## src/rtl/pg_pkg.sv

```systemverilog
package pg_pkg;
  typedef struct packed {
    logic pgi_hi;
    logic rail33;
    logic rail5;
  } pg_flags_t;

  typedef enum logic {PG_LOW = 1'b0, PG_HIGH = 1'b1} pg_state_e;

  function automatic logic flags_all_good(input pg_flags_t f);
    return f.pgi_hi & f.rail33 & f.rail5;
  endfunction
endpackage

```

## src/rtl/pg_tick_timer.sv

```systemverilog
module pg_tick_timer #(
  parameter int unsigned LIMIT = 150
) (
  input  logic clk_i,
  input  logic rst_ni,
  input  logic run_i,
  input  logic tick_i,
  output logic expire_o
);
  localparam int unsigned W = (LIMIT > 2) ? $clog2(LIMIT) : 1;
  localparam logic [W-1:0] LAST = W'(LIMIT - 1);

  logic [W-1:0] cnt_q;

  assign expire_o = run_i & tick_i & (cnt_q == LAST);

  // any cycle without run clears the count
  always_ff @(posedge clk_i or negedge rst_ni) begin
    if (!rst_ni)        cnt_q <= '0;
    else if (!run_i)    cnt_q <= '0;
    else if (expire_o)  cnt_q <= '0;
    else if (tick_i)    cnt_q <= cnt_q + 1'b1;
  end
endmodule

```

## src/rtl/pwr_good_gen.sv

```systemverilog
module pwr_good_gen #(
  parameter int unsigned RISE_TICKS = 300000,
  parameter int unsigned FALL_TICKS = 150
) (
  input  logic clk_i,
  input  logic rst_ni,
  input  logic tick_i,
  input  logic pgi_hi_i,
  input  logic rail33_ok_i,
  input  logic rail5_ok_i,
  input  logic fault_latched_i,
  input  logic supply_off_i,
  output logic pg_o
);
  import pg_pkg::*;

  pg_flags_t flags;
  pg_state_e state_q, state_d;
  logic all_good, force_low, rise_run, fall_run, rise_exp, fall_exp;

  assign flags     = '{pgi_hi: pgi_hi_i, rail33: rail33_ok_i, rail5: rail5_ok_i};
  assign all_good  = flags_all_good(flags);
  assign force_low = fault_latched_i | supply_off_i;
  assign rise_run  = (state_q == PG_LOW)  & all_good  & ~force_low;
  assign fall_run  = (state_q == PG_HIGH) & ~all_good & ~force_low;

  pg_tick_timer #(.LIMIT(RISE_TICKS)) u_rise (
    .clk_i(clk_i), .rst_ni(rst_ni), .run_i(rise_run), .tick_i(tick_i), .expire_o(rise_exp)
  );

  pg_tick_timer #(.LIMIT(FALL_TICKS)) u_fall (
    .clk_i(clk_i), .rst_ni(rst_ni), .run_i(fall_run), .tick_i(tick_i), .expire_o(fall_exp)
  );

  always_comb begin
    state_d = state_q;
    if (force_low)     state_d = PG_LOW;
    else if (rise_exp) state_d = PG_HIGH;
    else if (fall_exp) state_d = PG_LOW;
  end

  always_ff @(posedge clk_i or negedge rst_ni) begin
    if (!rst_ni) state_q <= PG_LOW;
    else         state_q <= state_d;
  end

  assign pg_o = (state_q == PG_HIGH);
endmodule

```

## config.mk

```make
export PLATFORM = sky130hd
export DESIGN_NAME = pwr_good_gen
export DESIGN_NICKNAME = d
export VERILOG_FILES = /design/src/rtl/pg_pkg.sv /design/src/rtl/pg_tick_timer.sv /design/src/rtl/pwr_good_gen.sv
export SDC_FILE = /design/constraint.sdc
export NUM_CORES = 1
export LEC_CHECK = 0
export BUFFER_PORTS_ARGS = -buffer_cell sky130_fd_sc_hd__buf_2
export CAP_MARGIN = 20
export CORE_MARGIN = 3
export CORE_UTILIZATION = 64
export CTS_BUF_LIST = sky130_fd_sc_hd__clkbuf_16
export DETAILED_ROUTE_END_ITERATION = 7
export HOLD_SLACK_MARGIN = 0.15
export PLACE_DENSITY_LB_ADDON = 0.12
export SETUP_SLACK_MARGIN = 0.4
export SLEW_MARGIN = 0
export SYNTH_ARGS = -nofsm -noshare
export SYNTH_HDL_FRONTEND = slang
export SYNTH_SLANG_ARGS = --single-unit
```

## constraint.sdc

```tcl
create_clock -name clk_i -period 5.14 [get_ports clk_i]
set_input_delay 0.257 -clock clk_i [delete_from_list [all_inputs] [get_ports clk_i]]
set_output_delay 0.257 -clock clk_i [all_outputs]
set_load 0.05 [all_outputs]
```

* Word level (Yosys, flattened, before mapping)
Cells that the tools add are included.
Word-level totals: bits in registers 28, bits in latches 0, RAM bits 0, ROM bits 0, bits of input ports 8, output and inout port bits 1, memories kept 0
Operators by class: add/sub/neg operators 2, $mul 0, div/mod/pow operators 0, $lt $le $gt $ge 0, equal/unequal tests 4, shifts and indexed selects 0, multiplexer cells 9, bitwise gates (word level) 14, reduce and logical (&&, ||, !) cells 1
Operator list (number):
- 19-bit 2-to-1 mux | 3
- 8-bit 2-to-1 mux | 3
- 19-bit by 1-bit adder with 19-bit output, second input constant | 1
- 19-bit == test, second input constant | 1
- 1-bit AND | 10
- 8-bit by 1-bit adder with 8-bit output, second input constant | 1
- 8-bit == test, second input constant | 1
- 3-bit != test, second input constant | 2
- 1-bit 2-to-1 mux | 3
- 1-bit NOT | 3
- 3-bit nonzero test | 1
- 1-bit bitwise OR | 1

* Logic depth before layout (Yosys ltp)
Gate-level depths: netlist of run 1.
depth in word-level cells 10, mapped depth 7

* Modules after synthesis
From an unflattened synthesis of run 1, not the netlist that was laid out.
Unflattened totals: cells, all modules 192, area, all modules 1680.4 µm²
Modules (own cells, without submodules):
- pg_tick_timer at u_rise | instances 1, cells an instance 133, area each 1137.3 µm², seq. area each 475.5 µm²
- pg_tick_timer at u_fall | instances 1, cells an instance 52, area each 476.7 µm², seq. area each 200.2 µm²
- pwr_good_gen | instances 1, cells an instance 7, area each 66.3 µm², seq. area each 25.0 µm²

* Least setup slack after synthesis of run 1
OpenSTA, ideal clock, no wires.
path type register to register, start register u_rise.cnt_q[0], end register u_rise.cnt_q[18], setup time 82 ps, arrival time 1623 ps, data required time 5058 ps, slack 3435 ps, stages on the path, launching flop included 7, path buffers 1, cell sequence dfrtp_1 -> ha_1 -> and4_1 -> buf_4 -> nand4_1 -> or4_1 -> a31oi_1
On the way: word-level cells in the longest chain between the ends 4, elaborated cells on any way between the ends 7, classes of those cells add/sub (1); eq/ne (2); mux (3); bitwise (1)
RTL lines:
- from (decl) | line pg_tick_timer.sv:13 | logic [W-1:0] cnt_q;
- from (signal assigned) | line pg_tick_timer.sv:22 | else if (tick_i) cnt_q <= cnt_q + 1'b1;
- 19-bit by 1-bit adder with 19-bit output / 19-bit == test (equally long branches) | line pg_tick_timer.sv:22, pg_tick_timer.sv:15
- 19-bit 2-to-1 mux / 1-bit AND (equally long branches) | line pg_tick_timer.sv:22, pg_tick_timer.sv:15
- 19-bit 2-to-1 mux | line pg_tick_timer.sv:21 | else if (expire_o) cnt_q <= '0;
- 19-bit 2-to-1 mux | line pg_tick_timer.sv:20 | else if (!run_i) cnt_q <= '0;
Parallel ways exist; a longest one is shown, timed or not. The select of a mux whose other input is x is not followed. A chain may end at the register's enable or synchronous reset.

* Final worst setup path of run 1
Same ends and word-level chain as after synthesis.

==> results of run 1 <==
## power by group
| group | internal (uW) | total, uW | switching (uW) |
|---|---|---|---|
| clock network | 155 | 230 | 74.8 |
| registers | 220 | 220 | 0.135 |
| logic | 3.13 | 12.6 | 9.43 |
| total | 379 | 463 | 84.3 |
## sequential cells by signal (all words and copies together) (netlist names)
register      flops
u_fall.cnt_q      8
u_rise.cnt_q     19
pg_o              1
## cell type report
type                       count  area [sq um]
clock inverter                 1          30.0
multi-input combinational    145           891
sequential                    28           701
timing repair buffer           9          50.0
inverter                       3          11.3
tap                           28          35.0
clock buffer                   3          75.1
fill                         157           547
## routing by layer
| layer | vias to the layer above | part of all wire, % | routed length, um |
|---|---|---|---|
| met5 | - | 0 | 0 |
| met4 | 0 | 3.2 | 128 |
| met3 | 19 | 7.3 | 293 |
| met2 | 78 | 48 | 1910 |
| met1 | 742 | 42 | 1680 |
| li1 | 724 | - | - |
## synth_stat cells, types with 4 or more instances
master,instances
dfrtp_1,28
nand2_1,25
a31oi_1,14
nand3_1,12
a21oi_1,9
or4_1,9
nand4_1,8
o211ai_1,7
and3_1,6
clkbuf_1,6
o21ai_0,6
nor2_1,5
o31ai_1,5
or3_1,4
xor2_1,4
## logic make-up (layout without fill, tap and decap cells)
logic type,after synthesis,count (layout)
and+or+nand+nor,90,90
AOI/OAI and AO/OA,47,47
DFF,28,28
buffers and inverters,14,16
xor gates and xnor gates,5,5
adders and majority gates,3,3
## per-stage QoR
stage | hold slack (ps) | worst slack, ps | util (%) | area [sq um]
2_1_floorplan | -38.6 | 3440 | - | 1660
3_3_place_gp | 302 | 3270 | 71.7 | 1680
3_5_place_dp | 308 | 3200 | 71.7 | 1680
4_1_cts | 334 | 3090 | 76.6 | 1790
5_1_grt | 363 | 2970 | 76.6 | 1790
6_report | 337 | 3070 | 76.6 | 1790
## worst paths after layout
check | endpoint | start | cells past startpoint
setup / recovery | u_rise.cnt_q[18] | u_rise.cnt_q[0] | 5
hold / removal | u_rise.cnt_q[6] | tick_i | 2
setup reg to reg | u_rise.cnt_q[18] | u_rise.cnt_q[0] | 5
hold reg to reg | u_fall.cnt_q[5] | u_fall.cnt_q[5] | 1
max in group asynchronous | u_rise.cnt_q[16] | rst_ni | 2
min in group asynchronous | u_fall.cnt_q[5] | rst_ni | 2
==> qor.txt, run 1 <==
=================================================================================================================
Static Leak                                                                                           0.000648 uW
Die Wd                                                                                                    56.9 um
Core ar.                                                                                             0.00234 sq mm
Proportion of netlist area held by the largest area contributor                                             42.3%
Synth warnings                                                                                                  0
Row count                                                                                                      17
Mux share of post-synthesis cell area                                                                          0%
Fraction of met2 tracks used by global routing                                                              41.9%
Worst-Margin Slew                                                                                          704 ps
Final total power                                                                                          463 uW
Endpoints failing hold                                                                                          0
Category of cells accounting for the largest share of critical-path delay                            simple AND/OR/NAND/NOR gates
Setup CP Type                                                                                        flop to flop
Die area                                                                                             0.00323 sq mm
Filler-free cell count of the finished design                                                                 217
Number of input and output port buffers inserted                                                                8
Outcome                                                                                              finished clean
Data arrival at the endpoint of the critical path                                                         2250 ps
Worst clock skew on the final layout                                                                      6.30 ps
Synth Area in Compound Gates                                                                                18.2%
Clock root cell                                                                                         clkbuf_16
Most common cell after layout, fill and taps aside                                                        dfrtp_1
Antenna-violating nets left                                                                                     0
Estimated wirelength of the detail-placed design                                                          2560 um
Post-layout min period                                                                                    2070 ps
Resize count post-CTS                                                                                           0
Power density over the cells                                                                          258 mW/mm^2
RSZ-0062 raised after global routing                                                                        false
Max Cap Violations                                                                                              0
Worst slew slack as a fraction of its limit                                                                 53.1%
Final GP Congestion                                                                                         0.848
Number of antenna violations at the first check in global routing                                               0
Overall die height                                                                                        56.9 um
Dominant register cell in the synthesized netlist                                                         dfrtp_1
Number of diodes                                                                                                0
Final worst-path cycle share                                                                                40.3%
Global-route layer with the greatest usage                                                                   met2
Category of the worst setup path launch point                                                                flop
Clock tree from TritonCTS                                                                                    done
Synth Cell Area                                                                                      0.00166 sq mm
Global-route wire length before repair                                                                    6940 um
# DRC                                                                                                           0
Async set-or-reset flop fraction in the synthesized netlist                                                  100%
Max incr delay on CP                                                                                       530 ps
Leading cell types in the layout, fill and taps excluded                                             dfrtp_1 (28), nand2_1 (25), a31oi_1 (14)
Cells after DPL                                                                                               212
Worst R2R Setup Slack                                                                                     3070 ps
Num ports                                                                                                       9
Initial standard-cell utilization of the core                                                               70.7%
Met1 track demand over resource in global routing                                                           36.3%
Wirelength, routed                                                                                        4010 um
Top area cells in the synthesized netlist                                                            dfrtp_1 (42%), nand2_1 (5.7%), a31oi_1 (5.3%), or4_1 (4.1%), nand3_1 (3.6%)
Number of nets at the end of the flow                                                                         201
Remaining global-route overflow                                                                                 0
Arithmetic-cell share of the synthesized area counting full adders, half adders and majority gates          2.27%
Number of buffers inserted to repair setup after CTS                                                            0
Required arrival time at the worst endpoint                                                               5320 ps
First DRT Iteration DRCs                                                                                      105
Quantity of hold-fixing buffers added after cts                                                                 1
Fraction of synthesized cell area in xor and xnor cells                                                     2.65%
Number of enable flip-flop cells after synthesis                                                                0
Count of distinct cell types in the synthesized netlist                                                        40
Register bit total from synthesis                                                                              28
Share of post-route cells with drive strength above 1                                                       8.99%
Number of endpoints failing setup at the final stage                                                            0
Synth Instances                                                                                               187
Crit path max fanout                                                                                            9
Buf+Inv Stages, Crit Path                                                                                       0
Number of global-route vias before repair                                                                    1607
Post-detailed-route wirelength per cell                                                                   18.5 um
Syn avg cell area                                                                                      8.85 sq um
Global Route Usage Sum                                                                                      26.8%
Largest net degree at the start of global routing                                                              29
H-Tree Depth                                                                                                    1
Share of synthesized cell area in and, or, nand and nor gates                                               30.7%
Layout overhead on the synthesized area                                                                     8.31%
Cell type of the slowest stage on the worst timing path                                                     or4_1
Detailed-route via count                                                                                     1563
Pre-Repair DR Iteration Count                                                                                   4
TritonCTS Buffers                                                                                               3
Biggest area consumer among synthesized cells                                                             dfrtp_1
CTS max path bufs                                                                                               2
Vias per inst                                                                                                7.20
Net Count, Synth                                                                                              198
Class of the tightest hold or removal check                                                          input pin to flop
Crit end category                                                                                            flop
Skew-Pair Late Insertion Delay                                                                             270 ps
Max Clock Freq                                                                                            483 MHz
Final TNS setup                                                                                              0 ps
Clock sink total                                                                                               28
Part of the Yosys area used for sequential elements                                                         42.3%
Slew Viols, Final                                                                                               0
IR Drop Worst-Case VDD                                                                                   0.226 mV
Clock-pin slew of the registers on the worst-case setup and hold paths                                      70 ps
Critical path, cell by cell                                                                          ha_1 > and4_1 > nand4_1 > or4_1 > a31oi_1
Routing usage on met3                                                                                       3.68%
Dominant combinational cell family by area after synthesis                                           simple AND/OR/NAND/NOR gates
=================================================================================================================
No activity file was read; power rests on OpenSTA's default activity.
==> inputs of run 2 (changes only) <==
CORE_UTILIZATION = 54   (was 64)
clock period = 1.8 ns   (was 5.14 ns; I/O delays follow)
==> run 2 against run 1 <==
Against the previous run: final cell count increased by 19%; register-to-register slack got worse by 3000 ps; non-clock buffer count rose by 39; critical endpoint is now u_rise.cnt_q[8]; largest cell class unchanged; design area rose by 29%; core utilization rose by 5.2 points.
==> qor.txt, run 2 (same netlist as run 1, synthesis figures left out) <==
=====================================================================================
Outcome                                                                  finished clean
Antenna-violating nets left                                                         0
Die area                                                                 0.00377 sq mm
Pre-Repair DR Iteration Count                                                       5
Die Wd                                                                        61.4 um
Post-layout min period                                                        1750 ps
Num ports                                                                           9
# DRC                                                                               0
Worst-Margin Slew                                                              634 ps
Wirelength, routed                                                            4970 um
Quantity of hold-fixing buffers added after cts                                     1
Utilization of the core after routing                                           81.9%
RSZ-0062 raised after global routing                                             true
Initial standard-cell utilization of the core                                   58.5%
Static Leak                                                               0.000898 uW
Power density over the cells                                              509 mW/mm^2
Core ar.                                                                 0.00283 sq mm
Sequential Power Share                                                          53.4%
TritonCTS Buffers                                                                   3
Register name with the most flops                                        u_rise.cnt_q
H-Tree Depth                                                                        1
Worst slew slack as a fraction of its limit                                     57.7%
Switching share of total power                                                  20.3%
Most common cell after layout, fill and taps aside                              buf_4
Skew-Pair Late Insertion Delay                                                 260 ps
Slew Viols, Final                                                                   0
Row count                                                                          19
Setup CP Type                                                            flop to flop
Clock sink total                                                                   28
Endpoints failing hold                                                              0
Portion of total power attributed to combinational logic                         3.7%
Global-route wire length before repair                                        7360 um
Layout overhead on the synthesized area                                         39.9%
Max Cap Violations                                                                  0
Class of the tightest hold or removal check                              input pin to flop
Vias per inst                                                                    6.97
Sw Pwr                                                                         240 uW
Number of endpoints failing setup at the final stage                                0
Global Route Usage Sum                                                          25.8%
Worst clock skew on the final layout                                          1.64 ps
Leading cell types in the layout, fill and taps excluded                 buf_4 (32), dfrtp_1 (25), nand2_1 (21)
Worst setup slack before clock tree synthesis                                 11.5 ps
First DRT Iteration DRCs                                                          228
Clock-pin slew of the registers on the worst-case setup and hold paths          70 ps
Clock power share                                                               42.9%
Final worst-path cycle share                                                    97.1%
Required arrival time at the worst endpoint                                   1920 ps
Clock root cell                                                             clkbuf_16
Number of input and output port buffers inserted                                    8
Worst Hold Slack                                                               145 ps
Number of antenna violations at the first check in global routing                   0
Post-detailed-route wirelength per cell                                       19.2 um
Clock tree from TritonCTS                                                        done
Category of the worst setup path launch point                                    flop
Number of diodes                                                                    0
Flip-flop count of the largest register after layout                               19
Share of post-route cells with drive strength above 1                           42.5%
Crit end category                                                                flop
Detailed-route via count                                                         1805
CTS max path bufs                                                                   2
Final GP Congestion                                                             0.919
Final TNS setup                                                                  0 ps
Overall die height                                                            61.4 um
Number of nets at the end of the flow                                             240
Number of global-route vias before repair                                        1643
Largest net degree at the start of global routing                                  29
Crit path max fanout                                                                6
Internal power summed over all cells                                           940 uW
IR Drop Worst-Case VDD                                                       0.362 mV
Max Clock Freq                                                                572 MHz
Remaining global-route overflow                                                     0
Data arrival at the endpoint of the critical path                             1870 ps
Estimated wirelength of the detail-placed design                              2870 um
Final critical-path setup slack                                               53.0 ps
=====================================================================================
==> run 2: cell count changes in the layout (fill, tap and decap cells not counted), sizes merged <==
cell    delta
buf       +39
bufinv     -1
clkinv     +1
==> run 2: area by class of cell <==
| cell class | count | area, sq um |
|---|---|---|
| Clock buffer | 3 | 75.1 |
| Sequential cell | 28 | 704 |
| Clock inverter | 1 | 3.75 |
| Tap cell | 31 | 38.8 |
| Multi-Input combinational cell | 145 | 1100 |
| Timing Repair Buffer | 48 | 382 |
| Inverter | 3 | 11.3 |
| Fill cell | 164 | 513 |
==> run 2: power groups by stage <==
| stage | clock network (uW) | registers, uW | logic, uW |
|---|---|---|---|
| finish | 506 | 629 | 44.2 |
| global route | 541 | 629 | 48.8 |
| CTS | 509 | 629 | 42.2 |
| detailed placement | 0 | 641 | 38.6 |
| global placement | 0 | 641 | 37.8 |
| floorplan | 0 | 642 | 16.1 |
==> run 2: routing by layer <==
metal  global-route usage [%]  share of wire [%]  up-vias
met5                        0                  0        -
met4                     8.48                1.6        0
met3                     2.52                8.1       12
met2                     41.7                 48      117
met1                     36.4                 42      869
li1                         -                  -      807
==> run 2: repair_timing <==
| action | in CTS | in global routing |
|---|---|---|
| resized for setup | 48 | 9 |
| hold endpoints to repair | 28 | 1 |
| buffers inserted | 18 | 7 |
| endpoints found under the setup margin | 26 | 28 |
| pin swaps | 31 | 12 |
==> run 2: metrics by stage <==
stage | cells | instance area, sq um | power, uW
6_report | 259 | 2320 | 1180
5_1_grt | 259 | 2320 | 1220
4_1_cts | 252 | 2200 | 1180
3_5_place_dp | 229 | 1820 | 680
3_3_place_gp | 229 | 1820 | 679
2_1_floorplan | 187 | 1730 | 658
==> run 2: final timing paths <==
| path | from | slack [ps] | depth (start not counted) | endpoint |
|---|---|---|---|---|
| hold / removal | fault_latched_i | 140 | 3 | u_rise.cnt_q[6] |
| setup / recovery | u_rise.cnt_q[1] | 50 | 7 | u_rise.cnt_q[8] |
| min in group asynchronous | rst_ni | 420 | 2 | u_rise.cnt_q[9] |
| hold reg to reg | u_fall.cnt_q[5] | 570 | 1 | u_fall.cnt_q[5] |
| setup reg to reg | u_rise.cnt_q[1] | 50 | 7 | u_rise.cnt_q[8] |
| max in group asynchronous | rst_ni | 930 | 2 | u_rise.cnt_q[5] |
==> run 2: worst max-delay path, cell delays in order (launching register included) <==
cell	delay [ps]
dfrtp_1	370
ha_2	200
and4_4	250
buf_12	120
nand4_1	110
buf_4	190
o211ai_1	220
a31oi_1	140
==> inputs of run 3 (changes only) <==
CORE_UTILIZATION = 50   (was 54)
==> run 3 against run 2 <==
Against the previous run: global-route usage fell by 2.4 points; final cell count rose by 6.6%; via count fell by 2.3%; total power rose by 13%; critical path depth fell by 1; count of clock-buffer cells in the layout did not move; critical path type unchanged; largest cell class unchanged.
==> qor.txt, run 3 (same netlist as run 1, synthesis figures left out) <==
=====================================================================================
Worst reg2reg startpoint                                                 u_fall.cnt_q[1]
Layout overhead on the synthesized area                                         43.1%
Slew Viols, Final                                                                   0
Data arrival at the endpoint of the critical path                             1930 ps
Final worst-path cycle share                                                    98.3%
Static Leak                                                               0.000934 uW
Wirelength, routed                                                            5230 um
Number of antenna violations at the first check in global routing                   0
Number of diodes                                                                    0
Number of global-route vias before repair                                        1603
# DRC                                                                               0
Max Cap Violations                                                                  0
Most common cell after layout, fill and taps aside                              buf_4
Clock root cell                                                             clkbuf_16
Max Clock Freq                                                                565 MHz
Utilization of the core after routing                                           76.3%
Required arrival time at the worst endpoint                                   1960 ps
Die area                                                                 0.00404 sq mm
Share of post-route cells with drive strength above 1                           41.8%
Post-placement cell area                                                 0.00183 sq mm
Skew-Pair Late Insertion Delay                                                 260 ps
Global Route Usage Sum                                                          23.4%
Pre-Repair DR Iteration Count                                                       4
RSZ-0062 raised after global routing                                             true
Row count                                                                          20
R2R cell count                                                                      6
Final standard cell area without fillers                                 0.00237 sq mm
Post-layout min period                                                        1770 ps
Class of the tightest hold or removal check                              input pin to flop
Category of the worst setup path launch point                                    flop
Remaining global-route overflow                                                     0
Core ar.                                                                 0.00310 sq mm
End of the critical path                                                         pg_o
Number of input and output port buffers inserted                                    8
Outcome                                                                  finished clean
Overall die height                                                            63.5 um
Final TNS setup                                                                  0 ps
Detailed-route via count                                                         1763
Estimated wirelength of the detail-placed design                              2670 um
Final GP Congestion                                                             0.791
Post-detailed-route wirelength per cell                                       18.9 um
Clock sink total                                                                   28
Timing startpoint of the critical path                                   u_fall.cnt_q[1]
Leading cell types in the layout, fill and taps excluded                 buf_4 (34), dfrtp_1 (24), nand2_1 (22)
Crit path max fanout                                                                8
Vias per inst                                                                    6.39
First DRT Iteration DRCs                                                          142
Antenna-violating nets left                                                         0
Global-route wire length before repair                                        7500 um
Worst-Margin Slew                                                              662 ps
Worst R2R Setup Slack                                                           30 ps
Worst hold path stage count                                                         2
Initial standard-cell utilization of the core                                   53.3%
H-Tree Depth                                                                        1
IR Drop Worst-Case VDD                                                       0.824 mV
Final total power                                                             1340 uW
Number of endpoints failing setup at the final stage                                0
Clock tree from TritonCTS                                                        done
Power density over the cells                                              564 mW/mm^2
TritonCTS Buffers                                                                   3
Endpoints failing hold                                                              0
CTS max path bufs                                                                   2
Worst Hold Slack                                                               215 ps
Worst clock skew on the final layout                                          3.27 ps
Clock-pin slew of the registers on the worst-case setup and hold paths          70 ps
Die Wd                                                                        63.5 um
Num ports                                                                           9
Crit end category                                                                flop
Flip-flop count of the largest register after layout                               19
Largest net degree at the start of global routing                                  29
Worst slew slack as a fraction of its limit                                     55.9%
Setup CP Type                                                            flop to flop
Reg-to-Reg End                                                                   pg_o
Register name with the most flops                                        u_rise.cnt_q
Number of nets at the end of the flow                                             244
=====================================================================================
## run 3: cell count changes in the layout (fill, tap and decap cells not counted), sizes merged
cell / previous run / this run
buf: 47 / 50
bufinv: 0 / 1
clkinv: 1 / 0
and4: 2 / 3
## run 3: final cells by class
cell class                      instances  area, sq um
Multi-Input combinational cell        146         1090
Fill cell                             214          734
Tap cell                               44         55.1
Timing Repair Buffer                   51          404
Clock inverter                          1         30.0
Inverter                                3         11.3
Sequential cell                        28          706
Clock buffer                            3         75.1
## run 3: worst min-delay path by stage
stage | startpoint | slack, ps | to
2_1_floorplan | rst_ni | -210 | pg_o
3_3_place_gp | rst_ni | 140 | u_rise.cnt_q[11]
3_5_place_dp | rst_ni | 150 | u_rise.cnt_q[11]
4_1_cts | tick_i | 160 | u_rise.cnt_q[6]
5_1_grt | tick_i | 230 | u_rise.cnt_q[6]
6_report | tick_i | 210 | u_rise.cnt_q[6]
## run 3: critical path: stages (launching register included)
cell      delay [ps]
dfrtp_1          410
inv_2             90
ha_4             120
nand4b_1         110
or4b_4           610
nand2b_4         160
a21o_1           160
## run 3: report_power, final
part | internal, uW | total, uW | leakage [uW] | switching, uW
combinational | 11.4 | 43.4 | 0.000498 | 32.0
sequential | 629 | 629 | 0.000385 | 0.207
clock | 443 | 663 | 0.0000511 | 220
total | 1080 | 1340 | 0.000934 | 252
## run 3: what timing repair did
action | 4_1_cts | 5_1_grt
setup buffers | 17 | 12
hold buffers | 1 | 0
endpoints found under the setup margin | 26 | 26
resized for setup | 28 | 22
hold endpoints to repair | 28 | 0
cloned | 1 | 0
pin swaps | 17 | 21
## run 3: per-layer routing
layer | wire length (um) | up-vias | GRT usage (%)
met1 | 2090 | 879 | 29.3
met4 | 161 | 0 | 7.82
li1 | - | 812 | -
met2 | 2740 | 55 | 40.5
met5 | 0 | - | 0
met3 | 231 | 17 | 3.92
## run 3: metrics by stage
| step | instances | worst slack (ps) |
|---|---|---|
| after floorplan | 187 | 115 |
| after global placement | 241 | 67.6 |
| after detailed placement | 241 | 8.50 |
| after CTS | 264 | 127 |
| after global routing | 276 | 11.0 |
| final | 276 | 29.9 |
